File: src/rtl/i2c_mon_pkg.sv
package i2c_mon_pkg;
  // One-cycle indications of a bus framing condition
  typedef struct packed {
    logic start;
    logic stop;
  } bus_cond_t;
endpackage

File: src/rtl/i2c_line_edge.sv
module i2c_line_edge
  import i2c_mon_pkg::*;
#(
  parameter int IN_STAGES = 1
) (
  input  logic      clk,
  input  logic      rst,
  input  logic      scl_i,
  input  logic      sda_i,
  output bus_cond_t cond_o
);
  localparam int LAST = IN_STAGES - 1;

  logic [IN_STAGES-1:0] scl_sh;
  logic [IN_STAGES-1:0] sda_sh;
  logic                 scl_prev;
  logic                 sda_prev;
  bus_cond_t            cond_c;

  // Input register chain; idle level is high on both lines
  generate
    for (genvar k = 0; k < IN_STAGES; k++) begin : g_stage
      if (k == 0) begin : g_first
        always_ff @(posedge clk) begin
          if (rst) begin
            scl_sh[0] <= 1'b1;
            sda_sh[0] <= 1'b1;
          end else begin
            scl_sh[0] <= scl_i;
            sda_sh[0] <= sda_i;
          end
        end
      end else begin : g_next
        always_ff @(posedge clk) begin
          if (rst) begin
            scl_sh[k] <= 1'b1;
            sda_sh[k] <= 1'b1;
          end else begin
            scl_sh[k] <= scl_sh[k-1];
            sda_sh[k] <= sda_sh[k-1];
          end
        end
      end
    end
  endgenerate

  always_ff @(posedge clk) begin
    if (rst) begin
      scl_prev <= 1'b1;
      sda_prev <= 1'b1;
    end else begin
      scl_prev <= scl_sh[LAST];
      sda_prev <= sda_sh[LAST];
    end
  end

  // A condition requires SCL high in both samples
  always_comb begin
    cond_c.start = scl_prev & scl_sh[LAST] &  sda_prev & ~sda_sh[LAST];
    cond_c.stop  = scl_prev & scl_sh[LAST] & ~sda_prev &  sda_sh[LAST];
  end

  always_ff @(posedge clk) begin
    if (rst) cond_o <= '0;
    else     cond_o <= cond_c;
  end
endmodule

File: src/rtl/i2c_bus_status.sv
module i2c_bus_status
  import i2c_mon_pkg::*;
(
  input  logic      clk,
  input  logic      rst,
  input  logic      en,
  input  logic      irq_en,
  input  bus_cond_t cond_i,
  output logic      s_o,
  output logic      p_o,
  output logic      free_o,
  output logic      irq_o
);
  logic s_nx, p_nx;

  always_comb begin
    s_nx = s_o;
    p_nx = p_o;
    if (!en) begin
      s_nx = 1'b0;
      p_nx = 1'b0;
    end else if (cond_i.start) begin
      s_nx = 1'b1;
      p_nx = 1'b0;
    end else if (cond_i.stop) begin
      s_nx = 1'b0;
      p_nx = 1'b1;
    end
  end

  always_ff @(posedge clk) begin
    if (rst) begin
      s_o    <= 1'b0;
      p_o    <= 1'b0;
      free_o <= 1'b1;
      irq_o  <= 1'b0;
    end else begin
      s_o    <= s_nx;
      p_o    <= p_nx;
      free_o <= p_nx | (~s_nx & ~p_nx);
      // Busy means the last condition was a Start
      irq_o  <= en & irq_en & cond_i.stop & s_o;
    end
  end
endmodule

File: src/rtl/i2c_bus_monitor.sv
module i2c_bus_monitor
  import i2c_mon_pkg::*;
#(
  parameter int IN_STAGES = 1
) (
  input  logic clk,
  input  logic rst,
  input  logic en,
  input  logic irq_en,
  input  logic scl_in,
  input  logic sda_in,
  output logic start_seen,
  output logic stop_seen,
  output logic bus_free,
  output logic stop_irq
);
  bus_cond_t cond;

  i2c_line_edge #(.IN_STAGES(IN_STAGES)) u_edge (
    .clk    (clk),
    .rst    (rst),
    .scl_i  (scl_in),
    .sda_i  (sda_in),
    .cond_o (cond)
  );

  i2c_bus_status u_stat (
    .clk    (clk),
    .rst    (rst),
    .en     (en),
    .irq_en (irq_en),
    .cond_i (cond),
    .s_o    (start_seen),
    .p_o    (stop_seen),
    .free_o (bus_free),
    .irq_o  (stop_irq)
  );
endmodule

File: config.mk
export PLATFORM = sky130hd
export DESIGN_NAME = i2c_bus_monitor
export DESIGN_NICKNAME = d
export VERILOG_FILES = /design/src/rtl/i2c_mon_pkg.sv /design/src/rtl/i2c_line_edge.sv /design/src/rtl/i2c_bus_status.sv /design/src/rtl/i2c_bus_monitor.sv
export SDC_FILE = /design/constraint.sdc
export NUM_CORES = 1
export LEC_CHECK = 0
export BUFFER_PORTS_ARGS = -buffer_cell sky130_fd_sc_hd__buf_2
export CAP_MARGIN = 40
export CORE_AREA = 2 2 39 41
export CTS_CLUSTER_SIZE = 24
export DETAILED_ROUTE_END_ITERATION = 10
export DIE_AREA = 0 0 41 43
export GPL_TIMING_DRIVEN = 1
export HOLD_SLACK_MARGIN = 0.06
export SETUP_SLACK_MARGIN = 0.1
export SYNTH_ARGS = -nofsm -noshare
export SYNTH_HDL_FRONTEND = slang
export SYNTH_SLANG_ARGS = --single-unit
File: constraint.sdc
create_clock -name clk -period 0.8 [get_ports clk]
set_input_delay 0.16 -clock clk [delete_from_list [all_inputs] [get_ports clk]]
set_output_delay 0.16 -clock clk [all_outputs]
set_load 0.05 [all_outputs]
==> impl_metrics.toml, run 1 <==
[run_status]
status = "complete, but fails checks"
violations = "setup timing"

[die]
io_pins = 10
core_um2 = 1380
rows = 14
die_y_um = 43
die_area_um2 = 1760
start_util_pct = 24.3
die_w_um = 41

[setup_path]
cp-startpoint = "u_stat.s_o$_SDFF_PP0_"
startpoint_type = "register"
crit_fanout = 2
critPathSlowestCell = "dfxtp_4"
crit_arrival_ns = 0.76
worstSetupEndpointType = "output pin"
critPathTopFamily = "flip-flops"
crit_buf_inv = 1
slowest_delay_ns = 0.35
critPathKind = "reg2out"
r2r_start = "u_stat.p_o$_SDFF_PP0_"
required_ns = 0.64
worstPathCellList = "buf_8"

[synth]
synth_nets = 33
yosysSeqAreaShare_pct = 59.5
synth.top_cell.area_share_pct = 59.5
yosysTopAreaCell = "dfxtp_1"
avgSynthCellArea_um2 = 12.5
synthCells = 27
synth_cell_type_count = 14
ys_seq_elements = 10
yosysWarnings = 0
synth_area_leaders = "dfxtp_1 (59%), nor3b_2 (7.4%), nand3b_4 (5.9%)"
netlist_area_um2 = 337

[run]
maxCapViolCount = 0

[drt]
drc = 0
via_per_inst = 4.15
ant_nets = 0
post_drt_wl_per_cell_um = 9.90
wl_um = 584
drt_first_pass_iters = 2
vias = 245
drt-initial-drc-count = 1

[clock_network]
clk_latency_ns = 0.26
cts_buffers = 3
root_buffer = "clkbuf_4"
h-tree-depth = 1
clk_pin_slew_ns = 0.07
cts_tree = "yes"
cts_buffer_depth = 2
ctsHoldBuffers = 0
cts.sinks = 10

[final_layout]
final_cell_mix = "dfxtp_2 (6), buf_2 (5), buf_8 (4)"
area_growth_pct = 58.4
fin_nets = 50
final_common_cell = "dfxtp_2"
drive_above_1_share_pct = 79.1
fillers = 136
utilization_pct = 38.5
diodes = 0

[power_and_ir_drop]
p_total_w = 0.000945
power.density_nw_per_um2 = 1770
peakVddDrop_v = 0.000649
leakagePower_nw = 0.223

[global_route]
overflow = 0
antenna_found_initial = 0
grt_usage_pct = 8.27
grt_max_degree = 7
grt_pass1_vias = 269
grt_pass1_wl_um = 883

[sta]
worst_pin_slew_ns = 0.124
clock_skew_ns = 0.00640
timing.final.crit_share_pct = 115
finalWorstPathRequiredPeriod_ns = 0.918
hold_viol = 0
setup_viol = 5
worst_hold_slack_ns = 0.0743
fmax_mhz = 1090
rsz0062_at_grt = "yes"
timing.final.max_slew_violations = 0
relSlewSlack_pct = 91.7
worst_slack_ns = -0.118

[place]
gp_congestion = 0.654
portBuffers = 9
place_ws_ns = 0.0549

[hold_path]
min-delay-start = "sda_in"
hold_path.class = "in2reg"
## routing by layer
metal	GRT usage [%]	wire length, µm	share of wire [%]
met2	13.1	333	57
met4	6.00	12	2.1
met5	0	0	0
met1	5.21	192	33
met3	7.85	46	7.9
## state kept, by name, summed over array words and instances, names as in the netlist
name / count
u_edge.sda_prev: 1
u_stat.s_o: 1
u_edge.scl_prev: 1
u_edge.scl_sh: 1
u_stat.p_o: 1
u_edge.sda_sh: 1
u_stat.free_o: 1
u_edge.cond_o: 2
u_stat.irq_o: 1
## stage by stage
stage	area [µm²]	instances	TNS, ns
finish	533	59	-0.462
global route	533	59	-0.626
CTS	509	59	-0.506
detailed placement	415	52	0
global placement	415	52	0
floorplan	350	27	0
## cells in the mapped netlist (all sizes together)
| cell | count |
|---|---|
| dfxtp | 10 |
| or2 | 4 |
| nor3b | 3 |
| nand2b | 2 |
| nor2 | 2 |
| a21oi | 1 |
| inv | 1 |
| nand3 | 1 |
| nand3b | 1 |
| nor3 | 1 |
| o21bai | 1 |
## kinds of logic (layout without fill, tap and decap cells)
| logic type | Yosys count | after routing | synth area share, % |
|---|---|---|---|
| flip-flops | 10 | 10 | 59.5 |
| AND/OR/NAND/NOR | 14 | 14 | 35.7 |
| AO/OA/AOI/OAI | 2 | 2 | 3.72 |
| buffers and inverters | 1 | 17 | 1.11 |
## path summary, 6_finish.rpt
path / end / slack [ns] / cells past startpoint
hold reg to reg: u_edge.cond_o[0]$_SDFF_PP0_ / 0.41 / 1
setup reg to reg: u_stat.free_o$_SDFF_PP1_ / -0.03 / 3
hold / removal: u_edge.sda_sh$_SDFF_PP1_ / 0.07 / 2
setup / recovery: start_seen / -0.12 / 1
## layout make-up
class                   instances  area (µm²)  area share, %
clock buffers                   3        22.5           4.23
clock inverters                 1        3.75          0.704
inverters                       1        3.75          0.704
multi-input cells              16         156           29.3
flip-flops and latches         10         215           40.4
well taps                      16        20.0           3.76
repair buffers                 12         111           20.9
## report_power, final
part,switching (W),internal (W),leakage [nW]
combinational,0.0000294,0.0000438,0.125
clock,0.000172,0.000180,0.0154
sequential,0.0000116,0.000508,0.0830
total,0.000213,0.000732,0.223
## what timing repair did
action                                  4_1_cts  5_1_grt
buffers inserted                              3        0
pin swaps                                     1        1
endpoints found under the setup margin        6        9
gates resized for setup                      15        8
No activity file was read; power rests on OpenSTA's default activity.
==> run 2: changes to the inputs <==
Settings changed: CTS_BUF_LIST from default to sky130_fd_sc_hd__clkbuf_16.
==> impl_metrics.toml, run 2 (same netlist as run 1, synthesis figures left out) <==
[run_status]
status = "complete, but fails checks"
violations = "setup timing"

[power_and_ir_drop]
power.density_nw_per_um2 = 2520
leakagePower_nw = 0.245
peakVddDrop_v = 0.00119

[global_route]
antenna_found_initial = 0
grt_pass1_wl_um = 910
grt_pass1_vias = 262
grt_max_degree = 7
grt_usage_pct = 8.57
overflow = 0

[final_layout]
final_cell_mix = "dfxtp_2 (6), buf_2 (5), buf_8 (4)"
area_growth_pct = 72.9
fin_nets = 50
fillers = 130
largest_register_ffs = 2
final_cell_count_no_fill = 59
drive_above_1_share_pct = 79.1
top_register = "u_edge.cond_o"
diodes = 0
final_common_cell = "dfxtp_2"
fin_area_um2 = 582

[place]
place_area_um2 = 415
portBuffers = 9
place_ws_ns = 0.0549
placed_cells = 52
gp_congestion = 0.654

[setup_path]
critPathSlowestCell = "dfxtp_4"
r2r_end = "u_stat.free_o$_SDFF_PP1_"
worstPathCellList = "buf_8"
r2r_start = "u_stat.p_o$_SDFF_PP0_"
ff2ff_path_depth = 3
slowest_delay_ns = 0.34
cp-startpoint = "u_stat.s_o$_SDFF_PP0_"
required_ns = 0.64
startpoint_type = "register"
critPathKind = "reg2out"
critPathTopFamily = "flip-flops"
worstSetupEndpointType = "output pin"
crit_arrival_ns = 0.72
crit_buf_inv = 1
path_depth = 1
crit_fanout = 2
r2r_slack_ns = -0.04

[sta]
hold_viol = 0
worst_slack_ns = -0.0773
rsz0062_at_grt = "yes"
worst_pin_slew_ns = 0.140
finalWorstPathRequiredPeriod_ns = 0.877
setup_viol = 5
timing.final.max_slew_violations = 0
clock_skew_ns = 0.00356
timing.final.crit_share_pct = 110
fmax_mhz = 1140
worst_hold_slack_ns = 0.105
relSlewSlack_pct = 90.6

[die]
die_y_um = 43
die_w_um = 41
core_um2 = 1380
die_area_um2 = 1760
io_pins = 10
start_util_pct = 24.3
rows = 14

[clock_network]
root_buffer = "clkbuf_16"
cts.sinks = 10
cts_buffer_depth = 2
cts_tree = "yes"
clk_latency_ns = 0.23
h-tree-depth = 1
clk_pin_slew_ns = 0.04
cts_buffers = 3

[hold_path]
min-delay-start = "sda_in"
min_path_cells = 2
worst_hold_path.endpoint = "u_edge.sda_sh$_SDFF_PP1_"
hold_path.class = "in2reg"

[drt]
wl_um = 593
vias = 245
drt_first_pass_iters = 1
via_per_inst = 4.15
ant_nets = 0
drt-initial-drc-count = 0
drc = 0
post_drt_wl_per_cell_um = 10.1

[run]
maxCapViolCount = 0
-- run 2: through the flow --
step / setup TNS, ns / utilization [%] / power (W)
floorplan: 0 / - / 0.000564
global placement: 0 / 30.0 / 0.000584
detailed placement: 0 / 30.0 / 0.000586
CTS: -0.310 / 40.6 / 0.00148
global route: -0.409 / 42.0 / 0.00152
finish: -0.310 / 42.0 / 0.00147
-- run 2: power breakdown --
group          leakage, nW  switching (W)  internal, W
Sequential          0.0830      0.0000113     0.000511
Combinational        0.123      0.0000295    0.0000422
Clock               0.0385       0.000220     0.000654
Total                0.245       0.000261      0.00121
-- run 2: per-layer routing --
layer | track usage (%) | vias to the layer above | share of wire, %
met5 | 0 | - | 0
met4 | 6.00 | 0 | 0.67
met3 | 7.85 | 2 | 12
met2 | 13.8 | 12 | 56
met1 | 5.54 | 112 | 31
li1 | - | 119 | -
-- run 2: cell type report --
type	count	area [µm²]	area share, %
clock inverters	1	3.75	0.645
well taps	16	20.0	3.44
inverters	1	3.75	0.645
repair buffers	12	108	18.5
multi-input cells	16	156	26.9
clock buffers	3	75.1	12.9
flip-flops and latches	10	215	37.0
-- run 2: worst max path at each step --
| stage | to |
|---|---|
| 6_report | start_seen |
| 5_1_grt | start_seen |
| 4_1_cts | start_seen |
| 3_5_place_dp | stop_seen |
| 3_3_place_gp | stop_seen |
| 2_1_floorplan | u_stat.free_o$_SDFF_PP1_ |
-- run 2: what timing repair did --
action                                 CTS  global route
cloned                                   0             0
pin swaps                                1             1
hold buffers                             0             0
setup endpoints to repair                6             9
buffers inserted                         3             0
gates resized for setup                 15             7
endpoints found under the hold margin    0             0
==> run 3: changes to the inputs <==
Settings changed: SYNTH_HIERARCHICAL from default to 1.
Clock period 0.8 ns to 0.87 ns, I/O delays scaled along.
==> impl_metrics.toml, run 3 <==
[setup_path]
ff2ff_path_depth = 3
critPathKind = "reg2out"
r2r_slack_ns = 0.08
crit_buf_inv = 1
startpoint_type = "register"
critPathTopFamily = "flip-flops"
required_ns = 0.70
crit_fanout = 2
r2r_start = "u_stat/s_o$_SDFF_PP0_"
critPathSlowestCell = "dfxtp_4"
crit_arrival_ns = 0.72
cp-startpoint = "u_stat/s_o$_SDFF_PP0_"
worstSetupEndpointType = "output pin"
slowest_delay_ns = 0.34
worstPathCellList = "buf_8"
path_depth = 1

[run_status]
status = "complete, but fails checks"
violations = "setup timing"

[final_layout]
diodes = 0
final_cell_mix = "buf_2 (5), dfxtp_1 (5), buf_8 (4), dfxtp_2 (4), clkbuf_16 (3)"
fin_area_um2 = 537
fin_nets = 50
area_growth_pct = 65.6
top_register = "u_edge/cond_o"
largest_register_ffs = 2
drive_above_1_share_pct = 62.8

[synth]
yosysWarnings = 6
synth_area_leaders = "dfxtp_1 (62%), nor3_2 (6.2%), nand2b_4 (4.2%)"
yosysSeqAreaShare_pct = 61.8
avgSynthCellArea_um2 = 11.6
yosysTopAreaCell = "dfxtp_1"
netlist_area_um2 = 324
synth_edf_count = 0
synth_cell_type_count = 15
synthCells = 28
synth_common_cells = "dfxtp_1 (10), inv_1 (2), nor2_1 (2), nor3_2 (2), or2_2 (2)"
async_flop_share_pct = 0
ys_seq_elements = 10
synth_most_common_cell = "dfxtp_1"
synth_nets = 34
ys.flop_type = "dfxtp_1"
synth.top_cell.area_share_pct = 61.8

[drt]
post_drt_wl_per_cell_um = 9.27
via_per_inst = 4.05
ant_nets = 0
wl_um = 547
drt_first_pass_iters = 2
drt-initial-drc-count = 1
drc = 0
vias = 239

[global_route]
overflow = 0
antenna_found_initial = 0
grt_usage_pct = 9.08
grt_pass1_vias = 219
grt_max_degree = 7
grt_pass1_wl_um = 890

[sta]
clock_skew_ns = 0.00141
worst_pin_slew_ns = 0.228
finalWorstPathRequiredPeriod_ns = 0.893
relSlewSlack_pct = 84.6
worst_slack_ns = -0.0231
timing.final.crit_share_pct = 103
fin_tns_setup_ns = -0.0374
rsz0062_at_grt = "yes"
setup_viol = 2
timing.final.max_slew_violations = 0
fmax_mhz = 1120
hold_viol = 0

[power_and_ir_drop]
leakagePower_nw = 0.237
peakVddDrop_v = 0.00128
power.density_nw_per_um2 = 2500
p_total_w = 0.00134

[hold_path]
hold_path.class = "in2reg"
min-delay-start = "sda_in"
min_path_cells = 2

[clock_network]
cts_tree = "yes"
clk_pin_slew_ns = 0.04
cts_buffer_depth = 2
h-tree-depth = 1
root_buffer = "clkbuf_16"
cts_buffers = 3
clk_latency_ns = 0.23
ctsHoldBuffers = 0
cts.sinks = 10

[run]
maxCapViolCount = 0

[die]
io_pins = 10
core_um2 = 1380
die_y_um = 43
rows = 14
start_util_pct = 23.4
die_area_um2 = 1760
die_w_um = 41

[place]
gp_congestion = 0.656
place.detailed.hpwl_um = 347
portBuffers = 9
place_area_um2 = 399
-- run 3: cell count changes in the layout (fill, tap and decap cells not counted), sizes merged --
cell    delta
buf        -1
inv        +1
nand2      +1
nand3b     -1
nor3       +1
nor3b      -2
nor4b      +1
-- run 3: where the power goes --
group / switching, W / internal (W) / total, W
logic: 0.0000267 / 0.0000305 / 0.0000573
registers: 0.00000727 / 0.000472 / 0.000479
clock network: 0.000206 / 0.000601 / 0.000807
-- run 3: cells by family (layout without fill, tap and decap cells) --
kind of cell | Yosys count | in the layout | synth area share (%)
and+or+nand+nor | 14 | 14 | 30.9
DFF | 10 | 10 | 61.8
buffers and inverters | 2 | 17 | 2.32
AOI/OAI and AO/OA | 2 | 2 | 5.02
-- run 3: timing repair --
| item | CTS | global route |
|---|---|---|
| endpoints found under the setup margin | 4 | 6 |
| buffers inserted | 2 | 0 |
| gates resized for setup | 12 | 3 |
| pin swaps | 2 | 3 |
-- run 3: worst paths after layout --
check                                                   end
worst max-delay path                             start_seen
worst min register to register  u_edge/cond_o[0]$_SDFF_PP0_
worst min-delay path               u_edge/sda_sh$_SDFF_PP1_
worst max register to register     u_stat/free_o$_SDFF_PP1_
-- run 3: cell type report --
type / count / area (µm²)
fillers: 140 / 847
flip-flops and latches: 10 / 209
multi-input cells: 16 / 121
repair buffers: 11 / 100
clock buffers: 3 / 75.1
well taps: 16 / 20.0
inverters: 2 / 7.51
clock inverters: 1 / 3.75
-- run 3: metal layers --
| metal | up-vias | track usage [%] | share of wire (%) | wire length [µm] |
|---|---|---|---|---|
| li1 | 122 | - | - | - |
| met1 | 100 | 7.52 | 37 | 204 |
| met2 | 12 | 10.6 | 47 | 256 |
| met3 | 5 | 7.85 | 9.9 | 54 |
| met4 | 0 | 12.0 | 5.7 | 31 |
| met5 | - | 0 | 0 | 0 |
-- run 3: metrics by stage --
| stage | hold WS, ns | util [%] | std cells | setup slack [ns] |
|---|---|---|---|---|
| floorplan | 0.253 | - | 28 | 0.0904 |
| global placement | 0.351 | 28.8 | 53 | 0.118 |
| detailed placement | 0.354 | 28.8 | 53 | 0.111 |
| CTS | 0.110 | 38.2 | 59 | -0.0279 |
| global route | 0.125 | 38.8 | 59 | -0.0458 |
| finish | 0.115 | 38.8 | 59 | -0.0231 |
